`config.mk`:
```
export PLATFORM = sky130hd
export DESIGN_NAME = dual_buf_seq
export DESIGN_NICKNAME = d
export VERILOG_FILES = /design/src/rtl/dbs_pkg.sv /design/src/rtl/dbs_regs.sv /design/src/rtl/dbs_ptr.sv /design/src/rtl/dbs_flags.sv /design/src/rtl/dual_buf_seq.sv
export SDC_FILE = /design/constraint.sdc
export NUM_CORES = 1
export LEC_CHECK = 0
export ABC_AREA = 1
export CELL_PAD_IN_SITES_DETAIL_PLACEMENT = 1
export CELL_PAD_IN_SITES_GLOBAL_PLACEMENT = 2
export CORE_MARGIN = 2
export CORE_UTILIZATION = 34
export DETAILED_ROUTE_END_ITERATION = 8
export MAX_ROUTING_LAYER = met4
export PLACE_DENSITY = 0.93
export SLEW_MARGIN = 10
export SYNTH_ARGS = -nofsm -noshare
export SYNTH_HDL_FRONTEND = slang
export SYNTH_SLANG_ARGS = --single-unit
```
`constraint.sdc`:
```
create_clock -name clk -period 8.6 [get_ports clk]
set_clock_uncertainty 0.2 [all_clocks]
set_input_delay 1.72 -clock clk [delete_from_list [all_inputs] [get_ports clk]]
set_output_delay 1.72 -clock clk [all_outputs]
set_load 0.03 [all_outputs]
```
`src/rtl/dbs_pkg.sv`:
```
package dbs_pkg;
    parameter int AW   = 13;
    parameter int DW   = 16;
    parameter int NBUF = 2;
    localparam int HALF = 2 ** (AW - 1);

    typedef logic [AW-1:0] addr_t;

    typedef enum logic [1:0] {
        FLOW_JUMP   = 2'b00,
        FLOW_HOLD   = 2'b01,
        FLOW_RUNFLG = 2'b10,
        FLOW_RUNSIL = 2'b11
    } flow_e;

    typedef enum logic [2:0] {
        CMD_FIRST1 = 3'b000,
        CMD_LAST1  = 3'b001,
        CMD_FIRST2 = 3'b010,
        CMD_LAST2  = 3'b011,
        CMD_MODE   = 3'b100,
        CMD_FLAG   = 3'b101
    } cmd_e;

    typedef struct packed {
        addr_t first;
        addr_t last;
        flow_e mode;
    } buf_cfg_t;

    function automatic logic in_span(addr_t p, buf_cfg_t c);
        return (p >= c.first) && (p <= c.last);
    endfunction

    function automatic buf_cfg_t cfg_default(int b);
        buf_cfg_t c;
        c.first = addr_t'(b * HALF);
        c.last  = addr_t'((b + 1) * HALF - 1);
        c.mode  = FLOW_JUMP;
        return c;
    endfunction
endpackage

```
`src/rtl/dbs_regs.sv`:
```
module dbs_regs
    import dbs_pkg::*;
(
    input  logic                 clk,
    input  logic                 rst,
    input  logic                 cmd_sel,
    input  logic                 cmd_wr,
    input  logic [2:0]           cmd_addr,
    input  logic [DW-1:0]        cmd_wdata,
    input  logic [NBUF-1:0]      hit,
    output buf_cfg_t [NBUF-1:0]  cfg,
    output logic [NBUF-1:0]      clr_req,
    output logic [DW-1:0]        cmd_rdata
);
    logic  wr_en;
    logic  rd_en;
    addr_t wval;

    assign wr_en = cmd_sel & cmd_wr;
    assign rd_en = cmd_sel & ~cmd_wr;
    assign wval  = cmd_wdata[AW-1:0];

    always_ff @(posedge clk or posedge rst) begin
        if (rst) begin
            for (int b = 0; b < NBUF; b++) cfg[b] <= cfg_default(b);
        end else if (wr_en) begin
            for (int b = 0; b < NBUF; b++) begin
                if (cmd_addr == 3'(2 * b))     cfg[b].first <= wval;
                if (cmd_addr == 3'(2 * b + 1)) cfg[b].last  <= wval;
                if (cmd_addr == CMD_MODE)      cfg[b].mode  <= flow_e'(cmd_wdata[2*b +: 2]);
            end
        end
    end

    assign clr_req = (wr_en && cmd_addr == CMD_FLAG) ? cmd_wdata[NBUF-1:0] : '0;

    always_comb begin
        cmd_rdata = '0;
        if (rd_en) begin
            case (cmd_addr)
                CMD_FIRST1: cmd_rdata = DW'(cfg[0].first);
                CMD_LAST1:  cmd_rdata = DW'(cfg[0].last);
                CMD_FIRST2: cmd_rdata = DW'(cfg[1].first);
                CMD_LAST2:  cmd_rdata = DW'(cfg[1].last);
                CMD_MODE:   cmd_rdata = DW'({cfg[1].mode, cfg[0].mode});
                CMD_FLAG:   cmd_rdata = DW'(hit);
                default:    cmd_rdata = '0;
            endcase
        end
    end


    first1_load_chk: assert property (@(posedge clk) disable iff (rst)
        (wr_en && cmd_addr == CMD_FIRST1) |=> cfg[0].first == $past(wval));


    reserved_chk: assert property (@(posedge clk) disable iff (rst)
        (wr_en && cmd_addr[2:1] == 2'b11) |=> $stable(cfg));
endmodule

```
`src/rtl/dbs_ptr.sv`:
```
module dbs_ptr
    import dbs_pkg::*;
(
    input  logic                 clk,
    input  logic                 rst,
    input  logic                 seq_en,
    input  buf_cfg_t [NBUF-1:0]  cfg,
    output addr_t                ptr,
    output logic [NBUF-1:0]      set_req
);
    addr_t ptr_q;
    addr_t ptr_d;
    logic  act;
    logic  oth;
    logic  at_end;
    flow_e mode;

    assign act    = in_span(ptr_q, cfg[1]);
    assign oth    = ~act;
    assign at_end = (ptr_q == cfg[act].last);
    assign mode   = cfg[act].mode;

    always_comb begin
        ptr_d   = ptr_q;
        set_req = '0;
        if (seq_en) begin
            unique case (mode)
                FLOW_JUMP: begin
                    if (at_end) begin
                        ptr_d        = cfg[oth].first;
                        set_req[act] = 1'b1;
                    end else begin
                        ptr_d = ptr_q + addr_t'(1);
                    end
                end
                FLOW_HOLD: begin
                    if (!at_end) ptr_d = ptr_q + addr_t'(1);
                end
                FLOW_RUNFLG: begin
                    ptr_d        = ptr_q + addr_t'(1);
                    set_req[act] = at_end;
                end
                FLOW_RUNSIL: ptr_d = ptr_q + addr_t'(1);
                default:     ptr_d = ptr_q;
            endcase
        end
    end

    always_ff @(posedge clk or posedge rst) begin
        if (rst) ptr_q <= '0;
        else     ptr_q <= ptr_d;
    end

    assign ptr = ptr_q;


    idle_hold_chk: assert property (@(posedge clk) disable iff (rst)
        !seq_en |=> $stable(ptr_q));


    hold_mode_chk: assert property (@(posedge clk) disable iff (rst)
        (seq_en && at_end && mode == FLOW_HOLD) |=> $stable(ptr_q));


    jump_target_chk: assert property (@(posedge clk) disable iff (rst)
        (seq_en && at_end && mode == FLOW_JUMP) |=> ptr_q == $past(cfg[oth].first));


    silent_step_chk: assert property (@(posedge clk) disable iff (rst)
        (seq_en && mode == FLOW_RUNSIL) |=> ptr_q == addr_t'($past(ptr_q) + addr_t'(1)));
endmodule

```
`src/rtl/dbs_flags.sv`:
```
module dbs_flags
    import dbs_pkg::*;
(
    input  logic            clk,
    input  logic            rst,
    input  logic [NBUF-1:0] set_req,
    input  logic [NBUF-1:0] clr_req,
    output logic [NBUF-1:0] hit
);
    for (genvar b = 0; b < NBUF; b++) begin : g_flag
        logic q;
        always_ff @(posedge clk or posedge rst) begin
            if (rst)             q <= 1'b0;
            else if (set_req[b]) q <= 1'b1;
            else if (clr_req[b]) q <= 1'b0;
        end
        assign hit[b] = q;


        set_wins_chk: assert property (@(posedge clk) disable iff (rst)
            set_req[b] |=> hit[b]);


        clear_chk: assert property (@(posedge clk) disable iff (rst)
            (clr_req[b] && !set_req[b]) |=> !hit[b]);
    end
endmodule

```
`src/rtl/dual_buf_seq.sv`:
```
module dual_buf_seq
    import dbs_pkg::*;
(
    input  logic          clk,
    input  logic          rst,
    input  logic          seq_en,
    input  logic          cmd_sel,
    input  logic          cmd_wr,
    input  logic [2:0]    cmd_addr,
    input  logic [15:0]   cmd_wdata,
    output logic [15:0]   cmd_rdata,
    output logic [12:0]   ptr,
    output logic [1:0]    eob_n
);
    buf_cfg_t [NBUF-1:0] cfg;
    logic [NBUF-1:0]     hit;
    logic [NBUF-1:0]     set_req;
    logic [NBUF-1:0]     clr_req;

    dbs_regs u_regs (
        .clk(clk), .rst(rst), .cmd_sel(cmd_sel), .cmd_wr(cmd_wr),
        .cmd_addr(cmd_addr), .cmd_wdata(cmd_wdata), .hit(hit),
        .cfg(cfg), .clr_req(clr_req), .cmd_rdata(cmd_rdata)
    );

    dbs_ptr u_ptr (
        .clk(clk), .rst(rst), .seq_en(seq_en), .cfg(cfg),
        .ptr(ptr), .set_req(set_req)
    );

    dbs_flags u_flags (
        .clk(clk), .rst(rst), .set_req(set_req), .clr_req(clr_req), .hit(hit)
    );

    assign eob_n = ~hit;


    reset_state_chk: assert property (@(posedge clk) rst |-> (ptr == '0 && eob_n == 2'b11));
endmodule

```
==> results by group, run 1 <==
Logic synthesis
  • Mux contribution to synthesized area: 0%
  • Avg Cell Area, Syn: 6.70 um^2
  • Mapped Area: 5230 um^2
  • Synth area leaders: dfrtp_1 (22%), nand2_1 (20%), dfstp_2 (13%)
  • Sequential share of the synthesized area: 34.6%
  • FF+latch count, synth: 71
  • Compound-Gate Fraction of Synth Area: 12.4%
  • Post-synthesis xor/xnor area fraction: 1.68%
  • Post-synth top area share: 21.5%
  • Synth unique cells: 37
  • Cells after Synth: 780
  • Largest area contributor in the netlist: dfrtp_1
  • Ys Warns: 0
  • Simple-gate portion of the synthesized area: 33.6%
  • Post-Synth Adder-Cell Area: 6.46%
  • Largest family of logic cells by synthesized area: simple AND/OR/NAND/NOR gates

Worst setup path
  • Crit path DAT: 4150 ps
  • Maximum fanout along the worst path: 10
  • CP Data Required Time: 6680 ps
  • R2R depth: 19
  • Critical path class: in -> out
  • Worst setup SP type: primary input
  • Kind of end point of the critical path: output port

Layout
  • Area delta synth->final: 16.7%
  • Layout cells sized above 1: 7.46%
  • Commonest non-fill, non-tap cell in the layout: nand2_1
  • Number of fill cells: 1995
  • Layout Nets: 864
  • Most frequent cells in the layout: nand2_1 (275), inv_1 (104), nand3_1 (84), o21ai_0 (68), clkdlybuf4s50_1 (48)
  • Diodes inserted: 0

STA
  • Hold Vio Cnt, Final: 0
  • Fin. max-slew vios: 0
  • Period utilization: 70.6%
  • Relative slew slack: 37.6%
  • Fin crit period: 6070 ps
  • Fmax: 165 MHz
  • Setup TNS: 0 ps
  • RSZ-0062 raised after global routing: no
  • Final setup fails: 0
  • Least-Margin Pin Slew: 936 ps

Clock tree
  • Max Root-Sink Buffers: 2
  • CTS tree: built
  • Reg clk slew, reported paths: 60 ps
  • Clk sink count: 71
  • Root Buffer: clkbuf_16
  • H-tree Lvls: 3
  • Setup bufs post-CTS: 0
  • Post-CTS Resized: 0
  • Latest clock arrival within the worst-skew pair: 350 ps
  • Post-CTS Hold Fix Bufs: 0
  • CTS buffer count: 9

Pwr
  • Max IR drop VDD: 0.128 mV
  • Pwr dens: 273 nW/um^2
  • Power, Total: 1.66 mW
  • Leakage: 3.02 nW

GRT
  • GRT Util Overall: 22.6%
  • Largest net degree at the start of global routing: 72
  • Vias in the first global route: 5225
  • First-pass GRT wire length: 28000 um
  • Initial antenna violation count: 0
  • Overflow after GRT: 0

Die
  • Starting Density: 34.6%
  • Core area: 15100 um^2
  • Boundary Pins: 55
  • Row cnt: 45
  • Die area: 16400 um^2
  • Die X: 128 um
  • Die height: 128 um

Hold path
  • Hold path depth: 2
  • Worst hold path type: reg -> reg

Detailed routing
  • Drt drc: 0
  • Final antenna-violating net count: 0
  • DR vias/cell: 5.10
  • DRT Pass-1 Iters: 5
  • WL final: 16700 um
  • Routed len/inst: 16.6 um
  • First-iteration detailed-routing DRC count: 271
  • Vias post-DR: 5130

Job
  • Max cap viols: 0

Outcome
  • Status: complete, no violations

Place
  • Port Buffers: 48
  • RePlAce Congestion: 0.835
  • Hpwl dp: 12600 um
==> layer usage <==
metal	wire [um]	vias to the layer above	track usage, %	part of all wire [%]
met1	8570	2443	32.0	51
met3	695	17	3.46	4.2
met5	0	-	-	0
li1	-	2565	-	-
met4	181	0	5.24	1.1
met2	7300	105	34.1	44
==> kinds of logic (layout without fill, tap and decap cells) <==
logic type      Yosys count  in the layout
simple gates            419            419
buf+inv                 141            177
compound gates          111            111
flops                    71             71
fa+ha+maj                27             27
xor+xnor                 10             10
other cells               1              3
==> worst paths after layout <==
path	start	to	slack (ps)
max	cmd_addr[1]	cmd_rdata[1]	2530
min	u_regs.cfg[21]	u_regs.cfg[21]	280
max reg2reg	u_regs.cfg[55]	u_ptr.ptr[1]	4050
min reg2reg	u_regs.cfg[21]	u_regs.cfg[21]	280
max in group asynchronous	rst	u_regs.cfg[45]	5810
min in group asynchronous	rst	u_regs.cfg[52]	1760
==> state kept, by name, indices dropped and copies added, names as in the netlist <==
register,flops
u_regs.cfg,56
u_ptr.ptr,13
u_flags.g_flag.q,2
==> Yosys cell counts (all sizes together) <==
| cell | number |
|---|---|
| o32ai | 2 |
| inv | 107 |
| a221oi | 11 |
| nand3b | 1 |
| clkinv | 2 |
| buf | 16 |
| o21ai | 69 |
| clkbuf | 16 |
| o22ai | 14 |
| nor2 | 42 |
| ha | 27 |
| and2 | 1 |
| a31oi | 3 |
| nand2 | 280 |
| a311oi | 1 |
| nand3 | 85 |
| a21oi | 9 |
| o21a | 1 |
| nand4 | 1 |
| xor2 | 10 |
| nor3 | 8 |
| dfstp | 26 |
| nor4 | 1 |
| dfrtp | 45 |
| a22oi | 1 |
| conb | 1 |
==> power breakdown <==
group / total, mW / internal [mW] / switching [mW]
sequential: 0.514 / 0.425 / 0.0894
combinational: 0.769 / 0.248 / 0.521
clock: 0.379 / 0.221 / 0.158
total: 1.66 / 0.894 / 0.769
==> final cells by class <==
cell class                 count  area, um^2  share of cell area, %
inverter                     109         409                   6.71
timing repair buffer          52         510                   8.37
clock inverter                 3        25.0                  0.410
sequential                    71        1810                   29.7
multi-input combinational    570        2840                   46.6
tap                          188         235                   3.86
clock buffer                  13         270                   4.43
==> worst max-delay path: stages <==
cell and delay [ps]:
clkdlybuf4s50_1 470, nor2_1 310, nand2_1 350, inv_1 290
nand2_1 90, a31oi_1 190, clkdlybuf4s50_1 720
==> metrics by stage <==
stage	utilization, %	hold WS (ps)	worst slack [ps]	area (um^2)	std cells
2_1_floorplan	-	253	3530	5240	782
3_3_place_gp	38.5	266	2540	5800	990
3_5_place_dp	38.5	276	2540	5800	990
4_1_cts	40.4	290	2530	6100	1006
5_1_grt	40.4	318	2400	6100	1006
6_report	40.4	285	2530	6100	1006
No activity file was read; power rests on OpenSTA's default activity.
==> inputs of run 2 (changes only) <==
--- a/config.mk
+++ b/config.mk
@@ -9,10 +9,10 @@
 export CELL_PAD_IN_SITES_DETAIL_PLACEMENT = 1
 export CELL_PAD_IN_SITES_GLOBAL_PLACEMENT = 2
 export CORE_MARGIN = 2
-export CORE_UTILIZATION = 34
+export CORE_UTILIZATION = 29
 export DETAILED_ROUTE_END_ITERATION = 8
 export MAX_ROUTING_LAYER = met4
-export PLACE_DENSITY = 0.93
+export PLACE_DENSITY = 0.85
 export SLEW_MARGIN = 10
 export SYNTH_ARGS = -nofsm -noshare
 export SYNTH_HDL_FRONTEND = slang
==> constraint.sdc (replaced) <==
create_clock -name clk -period 5 [get_ports clk]
set_clock_uncertainty 0.2 [all_clocks]
set_input_delay 1 -clock clk [delete_from_list [all_inputs] [get_ports clk]]
set_output_delay 1 -clock clk [all_outputs]
set_load 0.03 [all_outputs]
==> run 2 against run 1 <==
Non-clock buffer count increased by 10. Largest power group unchanged. Wire length is 1.6% higher. Total power is 73% higher. Flip-flop and latch count did not move. First-iteration DRC count fell by 13%.
==> results by group, run 2 (same netlist as run 1, synthesis figures left out) <==
Outcome
  • Status: complete, no violations (unchanged)

Layout
  • Most frequent cells in the layout: nand2_1 (275), inv_1 (104), nand3_1 (84), o21ai_0 (68), dfrtp_1 (45) (was nand2_1 (275), inv_1 (104), nand3_1 (84), o21ai_0 (68), clkdlybuf4s50_1 (48))
  • Reg area: 1810 um^2 (unchanged)
  • Most flops, register: u_regs.cfg (unchanged)
  • Number of fill cells: 2245 (was 1995)
  • Area delta synth->final: 18.5% (was 16.7%)
  • Commonest non-fill, non-tap cell in the layout: nand2_1 (unchanged)
  • Area of the multi-input gates: 2840 um^2 (unchanged)
  • Diodes inserted: 0 (unchanged)
  • Layout Nets: 874 (was 864)
  • Layout Utilization: 34.7% (was 40.4%)
  • Layout cells sized above 1: 9.44% (was 7.46%)
  • Max FFs per register: 56 (unchanged)
  • Final Cell Area: 6190 um^2 (was 6100 um^2)

Clock tree
  • Post-CTS Hold Fix Bufs: 0 (unchanged)
  • Post-CTS Resized: 0 (unchanged)
  • Reg clk slew, reported paths: 50 ps (was 60 ps)
  • Root Buffer: clkbuf_16 (unchanged)
  • H-tree Lvls: 3 (unchanged)
  • Clk sink count: 71 (unchanged)
  • CTS buffer count: 9 (unchanged)
  • Max Root-Sink Buffers: 2 (unchanged)
  • Setup bufs post-CTS: 0 (unchanged)
  • Latest clock arrival within the worst-skew pair: 350 ps (about the same)
  • CTS tree: built (unchanged)

STA
  • Final setup fails: 0 (unchanged)
  • Fmax: 224 MHz
  • Relative slew slack: 38.5% (was 37.6%)
  • Setup TNS: 0 ps (unchanged)
  • Fin crit period: 4460 ps
  • Least-Margin Pin Slew: 922 ps (was 936 ps)
  • RSZ-0062 raised after global routing: no (unchanged)
  • Period utilization: 89.2%
  • Fin. max-slew vios: 0 (unchanged)
  • Hold Vio Cnt, Final: 0 (unchanged)
  • WHS: 285 ps (about the same)

Place
  • RePlAce Congestion: 0.843 (was 0.835)
  • Post-place instance area: 5910 um^2 (was 5800 um^2)
  • Hpwl dp: 13400 um (was 12600 um)
  • Port Buffers: 48 (unchanged)

Detailed routing
  • Vias post-DR: 5135 (was 5130)
  • WL final: 17000 um (was 16700 um)
  • Final antenna-violating net count: 0 (unchanged)
  • First-iteration detailed-routing DRC count: 235 (was 271)
  • DRT Pass-1 Iters: 5 (unchanged)
  • Drt drc: 0 (unchanged)
  • DR vias/cell: 4.87 (was 5.10)
  • Routed len/inst: 16.1 um (was 16.6 um)

Worst setup path
  • Worst path top cell family by delay: buffers and inverters (unchanged)
  • CP Data Required Time: 3800 ps (was 6680 ps)
  • Critical path cell sequence: clkdlybuf4s50_1 > inv_1 > nand2_1 > nor2_1 > inv_1 > o22ai_1 > a221oi_1 > nor2_1 > clkdlybuf4s50_1 (was clkdlybuf4s50_1 > nor2_1 > nand2_1 > inv_1 > nand2_1 > a31oi_1 > clkdlybuf4s50_1)
  • Slowest cell on crit path: clkdlybuf4s50_1 (unchanged)
  • Kind of end point of the critical path: output port (unchanged)
  • Crit path DAT: 3260 ps (was 4150 ps)
  • CP bufs+invs: 4 (was 3)
  • Worst setup SP type: primary input (unchanged)
  • Critical path class: in -> out (unchanged)
  • Max stage delay on crit path: 710 ps (was 720 ps)
  • Maximum fanout along the worst path: 7 (was 10)

Die
  • Boundary Pins: 55 (unchanged)
  • Die height: 138 um (was 128 um)
  • Die area: 19100 um^2 (was 16400 um^2)
  • Die X: 138 um (was 128 um)
  • Starting Density: 29.3% (was 34.6%)
  • Core area: 17800 um^2 (was 15100 um^2)
  • Row cnt: 49 (was 45)

Pwr
  • Sequential share of power: 30.6% (was 30.9%)
  • Power, Total: 2.88 mW (was 1.66 mW)
  • Pwr dens: 465 nW/um^2 (was 273 nW/um^2)
  • Max IR drop VDD: 0.179 mV (was 0.128 mV)
  • Gate power share: 47.1% (was 46.3%)
  • Clock power frac: 22.4% (was 22.8%)
  • P_int: 1.58 mW (was 0.894 mW)
  • Sw frac: 45.3% (was 46.2%)
  • Psw: 1.30 mW (was 0.769 mW)
  • Leakage: 3.08 nW (was 3.02 nW)

GRT
  • GRT Util Overall: 19.1% (was 22.6%)
  • Initial antenna violation count: 0 (unchanged)
  • Vias in the first global route: 5198 (was 5225)
  • First-pass GRT wire length: 28200 um (was 28000 um)
  • Overflow after GRT: 0 (unchanged)
  • Largest net degree at the start of global routing: 72 (unchanged)

Hold path
  • Worst hold path type: reg -> reg (unchanged)

Job
  • Max cap viols: 0 (unchanged)
==> run 2: cell types whose count changed in the layout (fill, tap and decap cells not counted), sizes merged <==
cell           delta
inv               -1
bufinv            +1
clkinvlp          +1
clkdlybuf4s50     -9
buf              +19
clkbuf            -2
clkinv            -1
==> run 2: per-layer routing <==
metal	GRT usage (%)	vias up	wire length (um)
met4	6.12	0	300
met2	28.8	91	7460
met1	27.0	2440	8660
li1	-	2585	-
met3	2.04	19	589
met5	-	-	0
==> run 2: layout make-up <==
type	instances	area share, %
timing repair buffer	62	9.09
tap	229	4.63
inverter	109	6.60
clock inverter	3	0.727
multi-input combinational	570	45.8
sequential	71	29.2
clock buffer	11	3.92
==> run 2: final timing paths <==
| kind | start | end | slack (ps) | depth (start not counted) |
|---|---|---|---|---|
| setup / recovery | cmd_addr[2] | cmd_rdata[8] | 540 | 9 |
| min in group asynchronous | rst | u_regs.cfg[54] | 1060 | 3 |
| hold reg to reg | u_regs.cfg[20] | u_regs.cfg[20] | 290 | 2 |
| max in group asynchronous | rst | u_regs.cfg[45] | 2930 | 3 |
| hold / removal | u_regs.cfg[20] | u_regs.cfg[20] | 290 | 2 |
| setup reg to reg | u_regs.cfg[40] | u_ptr.ptr[2] | 870 | 23 |
==> run 2: worst reg2reg max path: cells and delay by family (launching register included) <==
kind / cells / cell delay, ps
flops: 1 / 550
buf+inv: 3 / 440
simple gates: 19 / 2570
fa+ha+maj: 1 / 310
==> run 2: metrics by stage <==
| step | std cells | setup slack (ps) |
|---|---|---|
| after floorplan | 782 | 1370 |
| after global placement | 1041 | 551 |
| after detailed placement | 1041 | 586 |
| after CTS | 1055 | 552 |
| after global routing | 1055 | 342 |
| final | 1055 | 539 |
==> run 2: power groups by stage <==
stage	logic, mW	clock network (mW)	registers, mW
after floorplan	0.951	0	0.870
after global placement	1.33	0	0.887
after detailed placement	1.36	0	0.890
after CTS	1.37	0.667	0.881
after global routing	1.56	0.687	0.903
final	1.36	0.644	0.880
